$ cat config.mk
export PLATFORM = sky130hd
export DESIGN_NAME = coinc_trigger
export DESIGN_NICKNAME = d
export VERILOG_FILES = /design/src/rtl/coinc_pkg.sv /design/src/rtl/hit_stretcher.sv /design/src/rtl/cluster_vote.sv /design/src/rtl/coinc_control.sv /design/src/rtl/coinc_datapath.sv /design/src/rtl/coinc_trigger.sv
export SDC_FILE = /design/constraint.sdc
export NUM_CORES = 1
export LEC_CHECK = 0
export BUFFER_PORTS_ARGS = -buffer_cell sky130_fd_sc_hd__buf_4
export CAP_MARGIN = 25
export CORE_AREA = 2 2 326 328
export DETAILED_ROUTE_END_ITERATION = 6
export DIE_AREA = 0 0 328 330
export PLACE_DENSITY = 0.67
export SLEW_MARGIN = 25
export SYNTH_ARGS = -nofsm -noshare
export SYNTH_HDL_FRONTEND = slang
export SYNTH_SLANG_ARGS = --single-unit
$ cat constraint.sdc
create_clock -name clk -period 11.9 [get_ports clk]
set_input_delay 1.19 -clock clk [delete_from_list [all_inputs] [get_ports clk]]
set_output_delay 1.19 -clock clk [all_outputs]
set_load 0.03 [all_outputs]
$ cat src/rtl/coinc_pkg.sv
package coinc_pkg;
  typedef struct packed {
    logic clearAll;    // close all windows and cluster results
    logic acceptHits;  // allow new hits to open windows
    logic fireEn;      // allow a trigger to be issued
  } ctlStrobes_t;
endpackage

$ cat src/rtl/hit_stretcher.sv
module hit_stretcher #(
  parameter int WIN = 4
) (
  input  logic clk,
  input  logic rst_n,
  input  logic hit,
  input  logic accept,
  input  logic clear,
  output logic active
);
  localparam int CW = $clog2(WIN + 1);
  logic [CW-1:0] remain;

  always_ff @(posedge clk) begin
    if (!rst_n)              remain <= '0;
    else if (clear)          remain <= '0;
    else if (accept && hit)  remain <= CW'(WIN);
    else if (remain != '0)   remain <= remain - 1'b1;
  end

  assign active = (remain != '0);
endmodule

$ cat src/rtl/cluster_vote.sv
module cluster_vote #(
  parameter int N   = 5,
  parameter int THR = 2
) (
  input  logic [N-1:0] act,
  output logic         hit
);
  localparam int CNTW = $clog2(N + 1) + 1;
  logic [CNTW-1:0] total;

  always_comb begin
    total = '0;
    for (int i = 0; i < N; i++) total = total + CNTW'(act[i]);
  end

  assign hit = (total >= CNTW'(THR));
endmodule

$ cat src/rtl/coinc_control.sv
module coinc_control
  import coinc_pkg::*;
#(
  parameter int HOLDOFF = 8
) (
  input  logic        clk,
  input  logic        rst_n,
  input  logic        anyFire,
  output ctlStrobes_t strobes
);
  localparam int HW = $clog2(HOLDOFF + 1);
  typedef enum logic {ST_IDLE, ST_HOLD} ctlState_t;

  ctlState_t state;
  logic [HW-1:0] holdCnt;

  always_comb begin
    strobes.fireEn     = (state == ST_IDLE);
    strobes.acceptHits = (state == ST_IDLE);
    strobes.clearAll   = (state == ST_IDLE) && anyFire;
  end

  always_ff @(posedge clk) begin
    if (!rst_n) begin
      state   <= ST_IDLE;
      holdCnt <= '0;
    end else begin
      case (state)
        ST_IDLE: if (anyFire) begin
          state   <= ST_HOLD;
          holdCnt <= HW'(HOLDOFF - 1);
        end
        ST_HOLD: if (holdCnt == '0) state <= ST_IDLE;
                 else holdCnt <= holdCnt - 1'b1;
        default: state <= ST_IDLE;
      endcase
    end
  end
endmodule

$ cat src/rtl/coinc_datapath.sv
module coinc_datapath
  import coinc_pkg::*;
#(
  parameter int NUM_SECTORS = 16,
  parameter int TOP_N   = 5,
  parameter int BOT_N   = 5,
  parameter int NAD_N   = 3,
  parameter int WIN     = 4,
  parameter int TOP_THR = 2,
  parameter int BOT_THR = 2,
  parameter int NAD_THR = 2,
  parameter int L3_THR  = 3
) (
  input  logic                               clk,
  input  logic                               rst_n,
  input  logic [NUM_SECTORS*TOP_N-1:0]       topHits,
  input  logic [NUM_SECTORS*BOT_N-1:0]       botHits,
  input  logic [NUM_SECTORS*NAD_N-1:0]       nadirHits,
  input  ctlStrobes_t                        strobes,
  output logic                               anyFire,
  output logic                               trigValid,
  output logic [$clog2(NUM_SECTORS)-1:0]     trigSector
);
  localparam int SW = $clog2(NUM_SECTORS);

  logic [NUM_SECTORS*TOP_N-1:0] topAct;
  logic [NUM_SECTORS*BOT_N-1:0] botAct;
  logic [NUM_SECTORS*NAD_N-1:0] nadAct;
  logic [NUM_SECTORS-1:0] topVote, botVote, nadVote;
  logic [NUM_SECTORS-1:0] l2Top, l2Bot, l2Nad;
  logic [NUM_SECTORS-1:0] sectorFire;
  logic [SW-1:0] lowest;

  // Level 1: per-antenna windows
  for (genvar i = 0; i < NUM_SECTORS*TOP_N; i++) begin : g_topStr
    hit_stretcher #(.WIN(WIN)) str_i (.clk(clk), .rst_n(rst_n), .hit(topHits[i]),
      .accept(strobes.acceptHits), .clear(strobes.clearAll), .active(topAct[i]));
  end
  for (genvar i = 0; i < NUM_SECTORS*BOT_N; i++) begin : g_botStr
    hit_stretcher #(.WIN(WIN)) str_i (.clk(clk), .rst_n(rst_n), .hit(botHits[i]),
      .accept(strobes.acceptHits), .clear(strobes.clearAll), .active(botAct[i]));
  end
  for (genvar i = 0; i < NUM_SECTORS*NAD_N; i++) begin : g_nadStr
    hit_stretcher #(.WIN(WIN)) str_i (.clk(clk), .rst_n(rst_n), .hit(nadirHits[i]),
      .accept(strobes.acceptHits), .clear(strobes.clearAll), .active(nadAct[i]));
  end

  // Level 2: cluster majority per sector
  for (genvar s = 0; s < NUM_SECTORS; s++) begin : g_l2
    cluster_vote #(.N(TOP_N), .THR(TOP_THR)) topV_i (.act(topAct[s*TOP_N +: TOP_N]), .hit(topVote[s]));
    cluster_vote #(.N(BOT_N), .THR(BOT_THR)) botV_i (.act(botAct[s*BOT_N +: BOT_N]), .hit(botVote[s]));
    cluster_vote #(.N(NAD_N), .THR(NAD_THR)) nadV_i (.act(nadAct[s*NAD_N +: NAD_N]), .hit(nadVote[s]));
  end

  always_ff @(posedge clk) begin
    if (!rst_n || strobes.clearAll) begin
      l2Top <= '0;
      l2Bot <= '0;
      l2Nad <= '0;
    end else begin
      l2Top <= topVote;
      l2Bot <= botVote;
      l2Nad <= nadVote;
    end
  end

  // Level 3: in-sector pair and neighbourhood majority
  for (genvar s = 0; s < NUM_SECTORS; s++) begin : g_l3
    localparam int PREV = (s + NUM_SECTORS - 1) % NUM_SECTORS;
    localparam int NEXT = (s + 1) % NUM_SECTORS;
    logic [8:0] nbhd;
    logic majHit;
    assign nbhd = {l2Top[PREV], l2Bot[PREV], l2Nad[PREV],
                   l2Top[s],    l2Bot[s],    l2Nad[s],
                   l2Top[NEXT], l2Bot[NEXT], l2Nad[NEXT]};
    cluster_vote #(.N(9), .THR(L3_THR)) l3V_i (.act(nbhd), .hit(majHit));
    assign sectorFire[s] = (l2Top[s] & l2Bot[s]) | majHit;
  end

  always_comb begin
    lowest = '0;
    for (int i = NUM_SECTORS - 1; i >= 0; i--)
      if (sectorFire[i]) lowest = SW'(i);
  end

  assign anyFire = |sectorFire;

  always_ff @(posedge clk) begin
    if (!rst_n) begin
      trigValid  <= 1'b0;
      trigSector <= '0;
    end else begin
      trigValid <= strobes.fireEn && anyFire;
      if (strobes.fireEn && anyFire) trigSector <= lowest;
    end
  end
endmodule

$ cat src/rtl/coinc_trigger.sv
module coinc_trigger
  import coinc_pkg::*;
#(
  parameter int NUM_SECTORS = 16,
  parameter int TOP_N   = 5,
  parameter int BOT_N   = 5,
  parameter int NAD_N   = 3,
  parameter int WIN     = 4,
  parameter int HOLDOFF = 8,
  parameter int TOP_THR = 2,
  parameter int BOT_THR = 2,
  parameter int NAD_THR = 2,
  parameter int L3_THR  = 3
) (
  input  logic                           clk,
  input  logic                           rst_n,
  input  logic [NUM_SECTORS*TOP_N-1:0]   topHits,
  input  logic [NUM_SECTORS*BOT_N-1:0]   botHits,
  input  logic [NUM_SECTORS*NAD_N-1:0]   nadirHits,
  output logic                           trigValid,
  output logic [$clog2(NUM_SECTORS)-1:0] trigSector
);
  ctlStrobes_t strobes;
  logic anyFire;

  coinc_datapath #(
    .NUM_SECTORS(NUM_SECTORS), .TOP_N(TOP_N), .BOT_N(BOT_N), .NAD_N(NAD_N),
    .WIN(WIN), .TOP_THR(TOP_THR), .BOT_THR(BOT_THR), .NAD_THR(NAD_THR), .L3_THR(L3_THR)
  ) dp_i (
    .clk(clk), .rst_n(rst_n), .topHits(topHits), .botHits(botHits),
    .nadirHits(nadirHits), .strobes(strobes), .anyFire(anyFire),
    .trigValid(trigValid), .trigSector(trigSector)
  );

  coinc_control #(.HOLDOFF(HOLDOFF)) ctl_i (
    .clk(clk), .rst_n(rst_n), .anyFire(anyFire), .strobes(strobes)
  );
endmodule

Yosys cells after proc, flatten, opt, wreduce, memory -nomap -nowiden:

Cells that the tools add are included.

* register bits: 682
* bits of input ports: 210
* output and inout bits: 5
* word-level logic and storage cells: 2297

* $add $sub $neg: 497
* $lt $le $gt $ge: 64
* eq/ne operators: 2
* multiplexer cells: 438
* bitwise gates (word level): 34
* reductions and logical operators: 839

Operators with widths (count)
* $mux W3: 416
* $reduce_bool A3 Y1: 208
* $reduce_or A3 Y1: 208
* $sub A3 B1 Y3 const B: 208
* $reduce_bool A2 Y1: 208
* $add A5 B1 Y5: 64
* $logic_and A1 B1 Y1: 209
* $add A2 B1 Y3: 64
* $add A3 B1 Y4: 48
* $add A1 B1 Y2: 64
* $add A4 B1 Y4: 32
* $ge A4 B2 Y1 const B: 32
* $add A4 B1 Y5: 16
* $ge A5 B2 Y1 const B: 16
* $mux W4: 18
* $ge A3 B2 Y1 const B: 16
* $and A1 B1 Y1: 16
* $or A1 B1 Y1: 16
* $reduce_or A16 Y1: 1
* $pmux W4 S2: 1
* $logic_not A4 Y1: 1
* $sub A4 B1 Y4 const B: 1
* $mux W1: 2
* $ne A2 B1 Y1 const B: 1
* 7 further kinds: 8

Logic depth before layout (Yosys ltp):

Gate-level depths: netlist of run 1.

* depth in word-level cells: 26
* mapped depth: 18
* gate-level depth less buffers: 14

Modules after synthesis:

From an unflattened synthesis of run 1, not the netlist that was laid out.

* cell total of the unflattened synthesis: 4964
* area, all modules: 45467.4 um^2

By module, submodules not included
* hit_stretcher: instances 208, cells each 20, area an instance 182.7 um^2, seq. area each 60.1 um^2
* cluster_vote (dp_i.g_l3[0].l3V_i ...): instances 16, cells each 20, area an instance 203.9 um^2, seq. area each 0.0 um^2
* cluster_vote (dp_i.g_l2[0].botV_i ...): instances 32, cells each 8, area an instance 58.8 um^2, seq. area each 0.0 um^2
* coinc_datapath: instances 1, cells each 167, area an instance 1741.7 um^2, seq. area each 1061.0 um^2
* cluster_vote (dp_i.g_l2[0].nadV_i ...): instances 16, cells each 2, area an instance 20.0 um^2, seq. area each 0.0 um^2
* coinc_control: instances 1, cells each 29, area an instance 264.0 um^2, seq. area each 100.1 um^2

Least setup slack after synthesis of run 1:

OpenSTA, ideal clock, no wires.

* kind: register to register
* start: reg dp_i.l2Nad[10]
* end: reg dp_i.g_botStr[0].str_i.remain[0]
* setup time: 73 ps
* data arrival time: 4577 ps
* required time: 11827 ps
* slack: 7250 ps
* cell stages (with the launch flop): 18
* buffers on the path: 4
* period minus slack after synthesis: 4650 ps
* path through: dfxtp_1 > fa_1 > inv_1 > fa_1 > fa_1 > fa_1 > inv_1 > fa_1 > a222oi_1 > o21ai_1 > nor4_2 > a21oi_1 > or3b_1 > buf_2 > buf_6 > buf_6 > buf_6 > nor3_2

* word-level cells in the longest chain between the ends: 13
* elaborated cells between the ends (all ways): 26
* classes of those cells: add/sub (17); order compare (3); bitwise (3); reduce/logical (3)

RTL lines
* start, declared: line coinc_datapath.sv:30 `logic [NUM_SECTORS-1:0] l2Top, l2Bot, l2Nad;`
* start signal, assigned: line coinc_datapath.sv:63 `l2Nad <= nadVote;`
* $add A1 B1 Y2: line cluster_vote.sv:13 `for (int i = 0; i < N; i++) total = total + CNTW'(act[i]);`
* $add A2 B1 Y3: line cluster_vote.sv:13
* $add A3 B1 Y4: line cluster_vote.sv:13
* $add A4 B1 Y5: line cluster_vote.sv:13
* $add A5 B1 Y5 (4 in a row): line cluster_vote.sv:13
* $ge A5 B2 Y1: line cluster_vote.sv:16 `assign hit = (total >= CNTW'(THR));`
* $or A1 B1 Y1: line coinc_datapath.sv:77 `assign sectorFire[s] = (l2Top[s] & l2Bot[s]) | majHit;`
* $reduce_or A16 Y1 (*): line coinc_datapath.sv:86 `assign anyFire = |sectorFire;`
* $logic_and A1 B1 Y1 (*): line coinc_control.sv:20 `strobes.clearAll = (state == ST_IDLE) && anyFire;`
* $reduce_or A3 Y1 (no line) (*)
* end signal, assigned: line hit_stretcher.sv:17 `else if (accept && hit) remain <= CW'(WIN);`
* end signal, assigned: line hit_stretcher.sv:18 `else if (remain != '0) remain <= remain - 1'b1;`
* end, declared: line hit_stretcher.sv:12 `logic [CW-1:0] remain;`

Mark *: on every way between the ends. The rest lies on a longest branch, timed or not.
A chain may end at the register's enable or synchronous reset.

Worst setup path after layout of run 1:

* start: reg dp_i.l2Nad[14]
* end: reg dp_i.g_topStr[48].str_i.remain[1]

* word-level cells in the longest chain between the ends: 13
* elaborated cells between the ends (all ways): 26
* classes of those cells: add/sub (17); order compare (3); bitwise (3); reduce/logical (3)

RTL lines (line)
* $add A1 B1 Y2: cluster_vote.sv:13
* $add A2 B1 Y3: cluster_vote.sv:13
* $add A3 B1 Y4: cluster_vote.sv:13
* $add A4 B1 Y5: cluster_vote.sv:13
* $add A5 B1 Y5 (4 in a row): cluster_vote.sv:13
* $ge A5 B2 Y1: cluster_vote.sv:16
* $or A1 B1 Y1: coinc_datapath.sv:77
* $reduce_or A16 Y1 (*): coinc_datapath.sv:86
* $logic_and A1 B1 Y1 (*): coinc_control.sv:20
* $reduce_or A3 Y1 (no line) (*)
* end signal, assigned: hit_stretcher.sv:17
* end signal, assigned: hit_stretcher.sv:18
* end, declared: hit_stretcher.sv:12

Marks and branches as above.

==> out/metrics.cfg, run 1 <==
[status]
status=finished, final reports clean

[clocking]
path_clk_slew_ns=0.06
cts-root-buf=clkbuf_16
cts_resized=0
cts-buffers-inserted=83
postCtsHoldBufs=0
htreeDepth=3
clk_path_buf_depth=3
clock_sinks=682
post-cts-setup-buffers=0
clkLatencyLatePin_ns=0.65
tritoncts=done

[sta]
setup_tns_ns=0
fin_skew_ns=0.0233
rsz0062_at_grt=no
slew_violations=0
final_hold_viol_count=0
clock.fmax_mhz=160
worst_slew_pin_slew_ns=1.03
finalSetupViolations=0
slew_headroom_pct=31.5
fin_crit_sh_pct=52.5
fin_crit_ns=6.24

[global_route]
antenna_found_initial=11
grt_max_degree=161
grt_pass1_vias=28949
busiest_layer=met2
grt_overflow=0
gr-usage-met1_pct=19.5
globalRouteMet3Util_pct=3.18
grt_pass1_wl_mm=140
grtUsageMet2_pct=27.1
track_usage_pct=15.8

[yosys]
synth_mux_area_share_pct=0
synth_edf_count=0
yosys.area.top_type=dfxtp_1
yosys_warnings=0
synth_top_family_by_area=adder cells
synth_compound_area_share_pct=8.89
synth_top_flop_cell=dfxtp_1
synth_top_area_share_pct=32.9
synth_fa_ha_area_share_pct=25.1
syn_inst=4720
synthTopCellsByArea=dfxtp_1 (33%), ha_1 (20%), inv_1 (9.6%)
synth-seq-cells=682
synth_area_um2=41600
synth_simple_gate_area_share_pct=17.6
yosysSeqAreaShare_pct=32.9
synth_commonest_cells=inv_1 (1068), dfxtp_1 (682), ha_1 (657)
synth.net_count=5698
synth-xor-area-share_pct=4.41
synth_cell_type_count=51
syn_avg_cell_area_um2=8.80
yosysMostFrequentCell=inv_1
async_flop_share_pct=0

[worst_setup_path]
worst_r2r_startpoint=dp_i.l2Nad[14]
critPathLaunchType=flip-flop
cp-startpoint=dp_i.l2Nad[14]
cp_max_fo=78
r2r-end=dp_i.g_topStr[48].str_i.remain[1]
arrival_ns=6.72
ff2ff_path_depth=15
worst-endpoint-required_ns=12.38
ff2ff_setup_slack_ns=5.66
endpoint=dp_i.g_topStr[48].str_i.remain[1]
worstSetupEndpointType=flip-flop
critPathKind=flip-flop to flip-flop

[drt]
drt_pre_antenna_iters=4
vias=29297
drt_wl_total_mm=84.7
detail-route-antenna-nets=0
drc=0
wl_per_cell_um=13.2
drt_iter0_drc=1031
via_per_inst=4.58

[floorplan]
die_y_um=330
start_util_pct=39.7
pin_count=215
core_area_um2=105000
dieArea_um2=108000
die_x_um=328
rows=119

[placement]
dp.final_hpwl_mm=62.4
routabilityCongestion=0.798
port_buffers=214
placed_area_um2=44400

[cells_and_area]
postLayoutCellArea_um2=47100
fin_nets=5908
drive_gt1_share_pct=11.5
syn_to_final_growth_pct=13.4

[min_path]
hold_path.class=flip-flop to flip-flop

[flow_run]
max_cap_viol_count=0

==> cell usage in the layout, fill, tap and decap left out, types with 53 or more instances in the layout <==
| cell | instances |
|---|---|
| inv_1 | 1068 |
| dfxtp_1 | 681 |
| ha_1 | 657 |
| nor2_1 | 598 |
| a21oi_1 | 280 |
| buf_4 | 221 |
| nor2b_1 | 215 |
| a211oi_1 | 202 |
| nor3_2 | 200 |
| nor3_1 | 171 |
| xor2_1 | 161 |
| fa_1 | 111 |
| clkbuf_16 | 85 |
| nand2b_1 | 53 |
==> per-layer routing <==
| metal | vias up | routed length [um] |
|---|---|---|
| met1 | 13604 | 38400 |
| li1 | 15263 | - |
| met4 | 6 | 2460 |
| met5 | - | 41 |
| met2 | 294 | 40100 |
| met3 | 130 | 3700 |
==> through the flow <==
step | hold slack, ns | utilization [%] | worst slack (ns) | std cells
finish | 0.491 | 45.0 | 5.66 | 6393
global route | 0.522 | 45.0 | 5.32 | 6392
CTS | 0.494 | 45.0 | 5.63 | 6387
detailed placement | 0.476 | 42.4 | 5.64 | 6236
global placement | 0.451 | 42.4 | 5.71 | 6235
floorplan | 0.472 | - | 7.25 | 4720
==> registers in the layout (all words and copies together), names as in the netlist <==
signal,cells
dp_i.g_nadStr.str_i.remain,144
dp_i.trigValid,1
dp_i.g_botStr.str_i.remain,240
dp_i.l2Bot,16
ctl_i.holdCnt,4
dp_i.g_topStr.str_i.remain,240
dp_i.l2Nad,16
dp_i.l2Top,16
dp_i.trigSector,4
ctl_i.state,1
==> worst min path at each step <==
stage,start,endpoint,slack (ns),cells after the start
finish,dp_i.trigSector[1],dp_i.trigSector[1],0.49,1
global route,dp_i.g_botStr[73].str_i.remain[1],dp_i.g_botStr[73].str_i.remain[1],0.52,2
CTS,dp_i.trigSector[1],dp_i.trigSector[1],0.49,1
detailed placement,dp_i.trigSector[1],dp_i.trigSector[1],0.48,1
global placement,dp_i.trigSector[1],dp_i.trigSector[1],0.45,1
floorplan,dp_i.g_botStr[13].str_i.remain[1],dp_i.g_botStr[13].str_i.remain[1],0.47,2
==> critical path, cell delays in order (launching register included) <==
cell,delay (ns)
dfxtp_1,0.37
fa_1,0.54
inv_1,0.05
fa_1,0.49
fa_1,0.44
fa_1,0.41
fa_1,0.39
nor2b_1,0.15
nor3b_1,0.33
a2111oi_4,0.10
nor4b_4,0.16
a21oi_1,0.24
or3b_4,0.60
buf_4,0.65
buf_4,0.82
a2111oi_0,0.15
==> layout make-up <==
class | instances | area, um2
repair buffers | 225 | 1720
inverters | 1069 | 4010
clock inverters | 35 | 304
clock buffers | 116 | 2360
flip-flops and latches | 682 | 13700
well taps | 1391 | 1740
diodes | 6 | 15.0
fillers | 9971 | 57600
multi-input cells | 2869 | 23300
==> cells by family (layout without fill, tap and decap cells) <==
family | Yosys count | count (layout)
other | 0 | 6
and+or+nand+nor | 1320 | 1320
buffers and inverters | 1169 | 1445
xor gates and xnor gates | 209 | 209
DFF | 682 | 682
adders and majority gates | 768 | 768
AOI/OAI and AO/OA | 572 | 572
Power of run 1 is not shown: default switching activity piles up to over one toggle a cycle in this logic, so the estimate is an artifact.
==> run 2, diff against run 1 <==
--- a/config.mk
+++ b/config.mk
@@ -5,12 +5,13 @@
 export SDC_FILE = /design/constraint.sdc
 export NUM_CORES = 1
 export LEC_CHECK = 0
+export ABC_AREA = 1
 export BUFFER_PORTS_ARGS = -buffer_cell sky130_fd_sc_hd__buf_4
 export CAP_MARGIN = 25
-export CORE_AREA = 2 2 326 328
+export CORE_AREA = 2 2 332 334
 export DETAILED_ROUTE_END_ITERATION = 6
-export DIE_AREA = 0 0 328 330
-export PLACE_DENSITY = 0.67
+export DIE_AREA = 0 0 334 336
+export PLACE_DENSITY = 0.69
 export SLEW_MARGIN = 25
 export SYNTH_ARGS = -nofsm -noshare
 export SYNTH_HDL_FRONTEND = slang
==> constraint.sdc (replaced) <==
create_clock -name clk -period 5.1 [get_ports clk]
set_input_delay 0.51 -clock clk [delete_from_list [all_inputs] [get_ports clk]]
set_output_delay 0.51 -clock clk [all_outputs]
set_load 0.03 [all_outputs]
==> run 2 against run 1 <==
  * Wire length is 3.9% higher
  * Sequential cell count stayed put
  * Hold slack worse by 0.31 ns
  * Global-route usage is 0.057 points lower
  * Die area is 3.7% higher
  * First-iteration DRC count is 6.6% higher
==> out/metrics.cfg, run 2 <==
[placement]
dp.final_hpwl_mm=66.6
port_buffers=214
routabilityCongestion=0.808
pre_cts_ws_ns=-0.252

[worst_setup_path]
cp_max_fo=26
cp_num_buf_inv=3
worstPathCellList=fa_1 > inv_1 > fa_1 > fa_1 > fa_1 > fa_1 > or2_2 > nand3_1 > a21oi_1 > and2_1 > nand2_1 > nor2_1 > nand2_1 > nand2_4 > nand2_4 > buf_4 > buf_4 > a21oi_1
critical_path.max_stage_delay_ns=0.55
critical-path-top-delay-family=adder cells
ff2ff_setup_slack_ns=0.27
critPathLaunchType=flip-flop
critPathKind=flip-flop to flip-flop
worst-endpoint-required_ns=5.61
path_common_cell=fa_1
slowest_stage=fa_1
arrival_ns=5.34
worstSetupEndpointType=flip-flop

[pwr]
p_sw_mw=16.6
clockPowerShare_pct=18.0
seqPwrFrac_pct=21.5
ir_drop_v=0.000578
swShare_pct=47.7
p_leak_nw=23.3
pwr_density_cell_nw_per_um2=705
comb_power_share_pct=60.5
p_total_mw=34.7
power.internal_mw=18.1

[drt]
met2_length_mm=41.9
vias=30055
drt_wl_total_mm=87.9
drt_iter0_drc=1099
wl_per_cell_um=13.3
drc=0
detail-route-antenna-nets=0
topRoutingLayerUsed=met4
wl_met3_mm=2.70
via_per_inst=4.53
drt_pre_antenna_iters=4
drt-met1-wl_mm=40.9

[clocking]
cts-buffers-inserted=81
clock_sinks=682
path_clk_slew_ns=0.06
clkLatencyLatePin_ns=0.64
postCtsHoldBufs=0
clk_path_buf_depth=3
tritoncts=done
cts-root-buf=clkbuf_16
htreeDepth=3

[sta]
slew_headroom_pct=44.8
fin_crit_sh_pct=94.8
clock.fmax_mhz=207
setup_slack_ns=0.267
slew_violations=0
worst_slew_pin_slew_ns=0.829
finalSetupViolations=0
fin_crit_ns=4.83
rsz0062_at_grt=no
final_hold_viol_count=0
fin_skew_ns=0.0210
holdWs_ns=0.179

[floorplan]
core_area_um2=108000
pin_count=215
dieArea_um2=112000
rows=121
die_x_um=334
start_util_pct=39.7
die_y_um=336

[yosys]
synth_edf_count=0
yosysSeqAreaShare_pct=31.7
synthTopCellsByArea=dfxtp_1 (32%), ha_1 (19%), inv_1 (11%)
yosys.area.top_type=dfxtp_1
async_flop_share_pct=0
syn_avg_cell_area_um2=8.77
synth_top_area_share_pct=31.7
yosysMostFrequentCell=inv_1
synth_top_flop_cell=dfxtp_1
yosys_warnings=0
synth.net_count=5886
synth_area_um2=43000
synth-seq-cells=682
synth_commonest_cells=inv_1 (1260), dfxtp_1 (682), ha_1 (657)
synth_cell_type_count=38
syn_inst=4908

[min_path]
hold_path.class=primary input to flip-flop

[cells_and_area]
final_cell_mix=inv_1 (1259), dfxtp_1 (682), ha_1 (657), nand2_1 (566), nor2_1 (398)
post-route-util_pct=45.4
drive_gt1_share_pct=16.4
layout_commonest_cell=inv_1
fin_nets=6144
reg.largest.list=dp_i.g_botStr.str_i.remain x240, dp_i.g_topStr.str_i.remain x240, dp_i.g_nadStr.str_i.remain x144
syn_to_final_growth_pct=14.4
num_antenna_cells=0

[global_route]
grt_max_degree=122
antenna_found_initial=2
track_usage_pct=15.7
grt_pass1_vias=30221
grt_pass1_wl_mm=145
grt_overflow=0

[status]
status=finished, final reports clean

[flow_run]
max_cap_viol_count=0

-- run 2: kinds of logic (layout without fill, tap and decap cells) --
| group | Yosys count | in the layout | share of synthesized area [%] |
|---|---|---|---|
| buf+inv | 1358 | 1669 | 12.8 |
| simple gates | 1208 | 1210 | 13.2 |
| compound gates | 687 | 687 | 13.8 |
| xor+xnor | 205 | 205 | 4.17 |
| flops | 682 | 682 | 31.7 |
| fa+ha+maj | 768 | 768 | 24.3 |
-- run 2: repair_timing --
item,CTS,global route
cloned,0,2
endpoints found under the setup margin,2,149
endpoints found under the hold margin,0,0
buffers inserted,0,1
pin swaps,0,1
gates resized for setup,3,4
-- run 2: power groups by stage --
stage          Clock [mW]  Combinational, mW  Sequential, mW
6_report             6.25               21.0            7.46
5_1_grt              6.63               23.7            7.60
4_1_cts              6.45               21.0            7.47
3_5_place_dp            0               20.9            7.58
3_3_place_gp            0               20.3            7.54
2_1_floorplan           0               16.3            7.39
-- run 2: layout make-up --
type	count	area, um2
clock buffers	112	2400
clock inverters	26	464
fillers	10331	59200
inverters	1266	4770
multi-input cells	2870	23900
flip-flops and latches	682	13700
well taps	1414	1770
repair buffers	265	2250
-- run 2: path summary, 6_finish.rpt --
path                                     startpoint                                end  cells after the start
setup / recovery                     dp_i.l2Nad[13]  dp_i.g_topStr[50].str_i.remain[2]                     18
hold / removal                         nadirHits[6]   dp_i.g_nadStr[6].str_i.remain[2]                      3
setup reg to reg                     dp_i.l2Nad[13]  dp_i.g_topStr[50].str_i.remain[2]                     18
hold reg to reg   dp_i.g_topStr[30].str_i.remain[0]  dp_i.g_topStr[30].str_i.remain[0]                      2
-- run 2: metal layers --
metal	GRT usage [%]	vias up
met5	0	-
met4	5.30	0
met3	2.35	107
met2	27.5	288
met1	19.8	14000
li1	-	15660
-- run 2: per-stage QoR --
step	cell area (um2)	setup TNS, ns	std cells
floorplan	43000	0	4908
global placement	46300	-0.431	6494
detailed placement	46300	-0.383	6494
CTS	49200	0	6632
global route	49200	0	6635
finish	49200	0	6635
-- run 2: worst min-delay path: cells and delay by family --
kind / cells / cell delay [ns]
buffers and inverters: 1 / 0.12
AO/OA/AOI/OAI: 1 / 0.06
AND/OR/NAND/NOR: 1 / 0.08
Power figures use the tool's default switching activity.
==> run 3, diff against run 2 <==
--- a/config.mk
+++ b/config.mk
@@ -11,7 +11,8 @@
 export CORE_AREA = 2 2 332 334
 export DETAILED_ROUTE_END_ITERATION = 6
 export DIE_AREA = 0 0 334 336
-export PLACE_DENSITY = 0.69
+export PLACE_DENSITY = 0.67
+export RECOVER_POWER = 25
 export SLEW_MARGIN = 25
 export SYNTH_ARGS = -nofsm -noshare
 export SYNTH_HDL_FRONTEND = slang
==> constraint.sdc (replaced) <==
create_clock -name clk -period 4.85 [get_ports clk]
set_input_delay 0.485 -clock clk [delete_from_list [all_inputs] [get_ports clk]]
set_output_delay 0.485 -clock clk [all_outputs]
set_load 0.03 [all_outputs]
==> run 3 against run 2 <==
  * Non-clock buffer count rose by 17
  * Via count barely moved
  * Cell count increased by 0.36%
  * Register-to-register slack got worse by 0.09 ns
  * Combinational power up 7%
  * Clock skew rose by 0.010 ns
  * First-iteration DRC count down 0.82%
  * Die area unchanged
  * Setup slack got worse by 0.095 ns
  * Global-route usage is 0.087 points lower
  * Maximum frequency is 3.3% higher
==> out/metrics.cfg, run 3 (synthesis results as in run 2) <==
[drt]
via_per_inst=4.52
drt_pre_antenna_iters=5
vias=30068
drc=0
drt_wl_total_mm=87.1
drt_iter0_drc=1090
detail-route-antenna-nets=0
wl_per_cell_um=13.1

[placement]
port_buffers=214
routabilityCongestion=0.806
placed_cells=6501
dp.final_hpwl_mm=66.5

[worst_setup_path]
cp_max_fo=14
cp-startpoint=dp_i.l2Nad[13]
critPathLaunchType=flip-flop
worst-endpoint-required_ns=5.39
arrival_ns=5.22
worst_r2r_startpoint=dp_i.l2Nad[13]
worstSetupEndpointType=flip-flop
critPathKind=flip-flop to flip-flop

[sta]
setup_tns_ns=0
slew_violations=0
fin_skew_ns=0.0312
clock.fmax_mhz=214
finalSetupViolations=0
worst_slew_pin_slew_ns=0.643
slew_headroom_pct=57.3
fin_crit_ns=4.68
fin_crit_sh_pct=96.4
final_hold_viol_count=0

[floorplan]
die_x_um=334
die_y_um=336
start_util_pct=39.7
core_area_um2=108000
pin_count=215
rows=121
dieArea_um2=112000

[pwr]
pwr_density_cell_nw_per_um2=743
ir_drop_v=0.000776
p_total_mw=36.7
p_leak_nw=23.4

[cells_and_area]
multi_input_area_um2=23900
seq_area_um2=13700
fin_cells=6659
drive_gt1_share_pct=17.1
fin_nets=6160
syn_to_final_growth_pct=14.7
layout_commonest_cell=inv_1
final_cell_mix=inv_1 (1259), dfxtp_1 (670), ha_1 (657), nand2_1 (565), nor2_1 (395)
post-route-util_pct=45.5
final.fill_count=10379
reg.largest.list=dp_i.g_botStr.str_i.remain x240, dp_i.g_topStr.str_i.remain x240, dp_i.g_nadStr.str_i.remain x144
num_antenna_cells=0

[global_route]
grt_pass1_vias=29986
grt_max_degree=89
track_usage_pct=15.6
grt_pass1_wl_mm=145
antenna_found_initial=6
grt_overflow=0

[clocking]
clk_path_buf_depth=3
postCtsHoldBufs=0
clkLatencyLatePin_ns=0.64
clock_sinks=682
cts-buffers-inserted=82
cts-root-buf=clkbuf_16
tritoncts=done
htreeDepth=3
path_clk_slew_ns=0.07

[min_path]
hold_path.class=primary input to flip-flop
hp-start=botHits[38]

[status]
status=finished, final reports clean

[flow_run]
max_cap_viol_count=0

run 3: cell types whose count changed in the layout (fill, tap and decap cells not counted), sizes merged:
| cell | delta |
|---|---|
| bufinv | -4 |
| nand2 | -2 |
| clkbuf | +2 |
| clkinv | +14 |
| clkinvlp | +1 |
| inv | +3 |
| buf | +10 |
run 3: per-stage QoR:
step / cell area (um2) / setup slack (ns) / hold slack [ns]
floorplan: 43000 / 0.649 / 0.431
global placement: 46400 / -0.0166 / 0.442
detailed placement: 46400 / 0.0182 / 0.452
CTS: 49200 / 0.0299 / 0.0865
global route: 49400 / -0.0225 / 0.112
finish: 49400 / 0.172 / 0.148
run 3: worst paths after layout:
| path | endpoint | slack (ns) | cells after the start |
|---|---|---|---|
| worst max-delay path | dp_i.g_nadStr[46].str_i.remain[1] | 0.17 | 19 |
| worst min-delay path | dp_i.g_botStr[38].str_i.remain[2] | 0.15 | 3 |
| worst max register to register | dp_i.g_nadStr[46].str_i.remain[1] | 0.17 | 19 |
| worst min register to register | dp_i.g_topStr[30].str_i.remain[0] | 0.46 | 2 |
run 3: timing repair:
item | CTS | global route
cloned | 0 | 2
endpoints found under the setup margin | 2 | 344
resized for setup | 2 | 29
pin swaps | 0 | 5
endpoints found under the hold margin | 0 | 0
setup buffers | 0 | 9
run 3: layer usage:
layer	routed length, um	share of wire, %	vias up	track usage (%)
li1	-	-	15702	-
met1	39700	46	13881	19.6
met2	41000	47	340	26.9
met3	3750	4.3	137	3.07
met4	2700	3.1	8	4.99
met5	55	0.063	-	0
run 3: where the power goes:
part	total [mW]	switching [mW]	internal [mW]
combinational	22.4	14.2	8.22
sequential	7.85	0.736	7.11
clock	6.44	2.55	3.88
total	36.7	17.4	19.2
run 3: critical path, stage by stage, from the launching register on:
cell,delay [ns]
dfxtp_1,0.36
fa_1,0.54
inv_1,0.05
fa_1,0.49
fa_1,0.42
fa_1,0.42
fa_1,0.50
or2_2,0.10
nand3_1,0.08
a21oi_2,0.12
and2_0,0.17
nand2_1,0.09
nor2_1,0.14
nand2_2,0.09
nand2_4,0.12
nand2_8,0.15
buf_12,0.19
clkbuf_16,0.19
buf_4,0.15
a2111oi_2,0.19
run 3: area by class of cell:
type                    count  area share (%)
multi-input cells        2868            48.5
clock buffers             107            4.74
clock inverters            40           0.968
inverters                1266            9.67
well taps                1414            3.58
flip-flops and latches    682            27.7
repair buffers            282            4.89
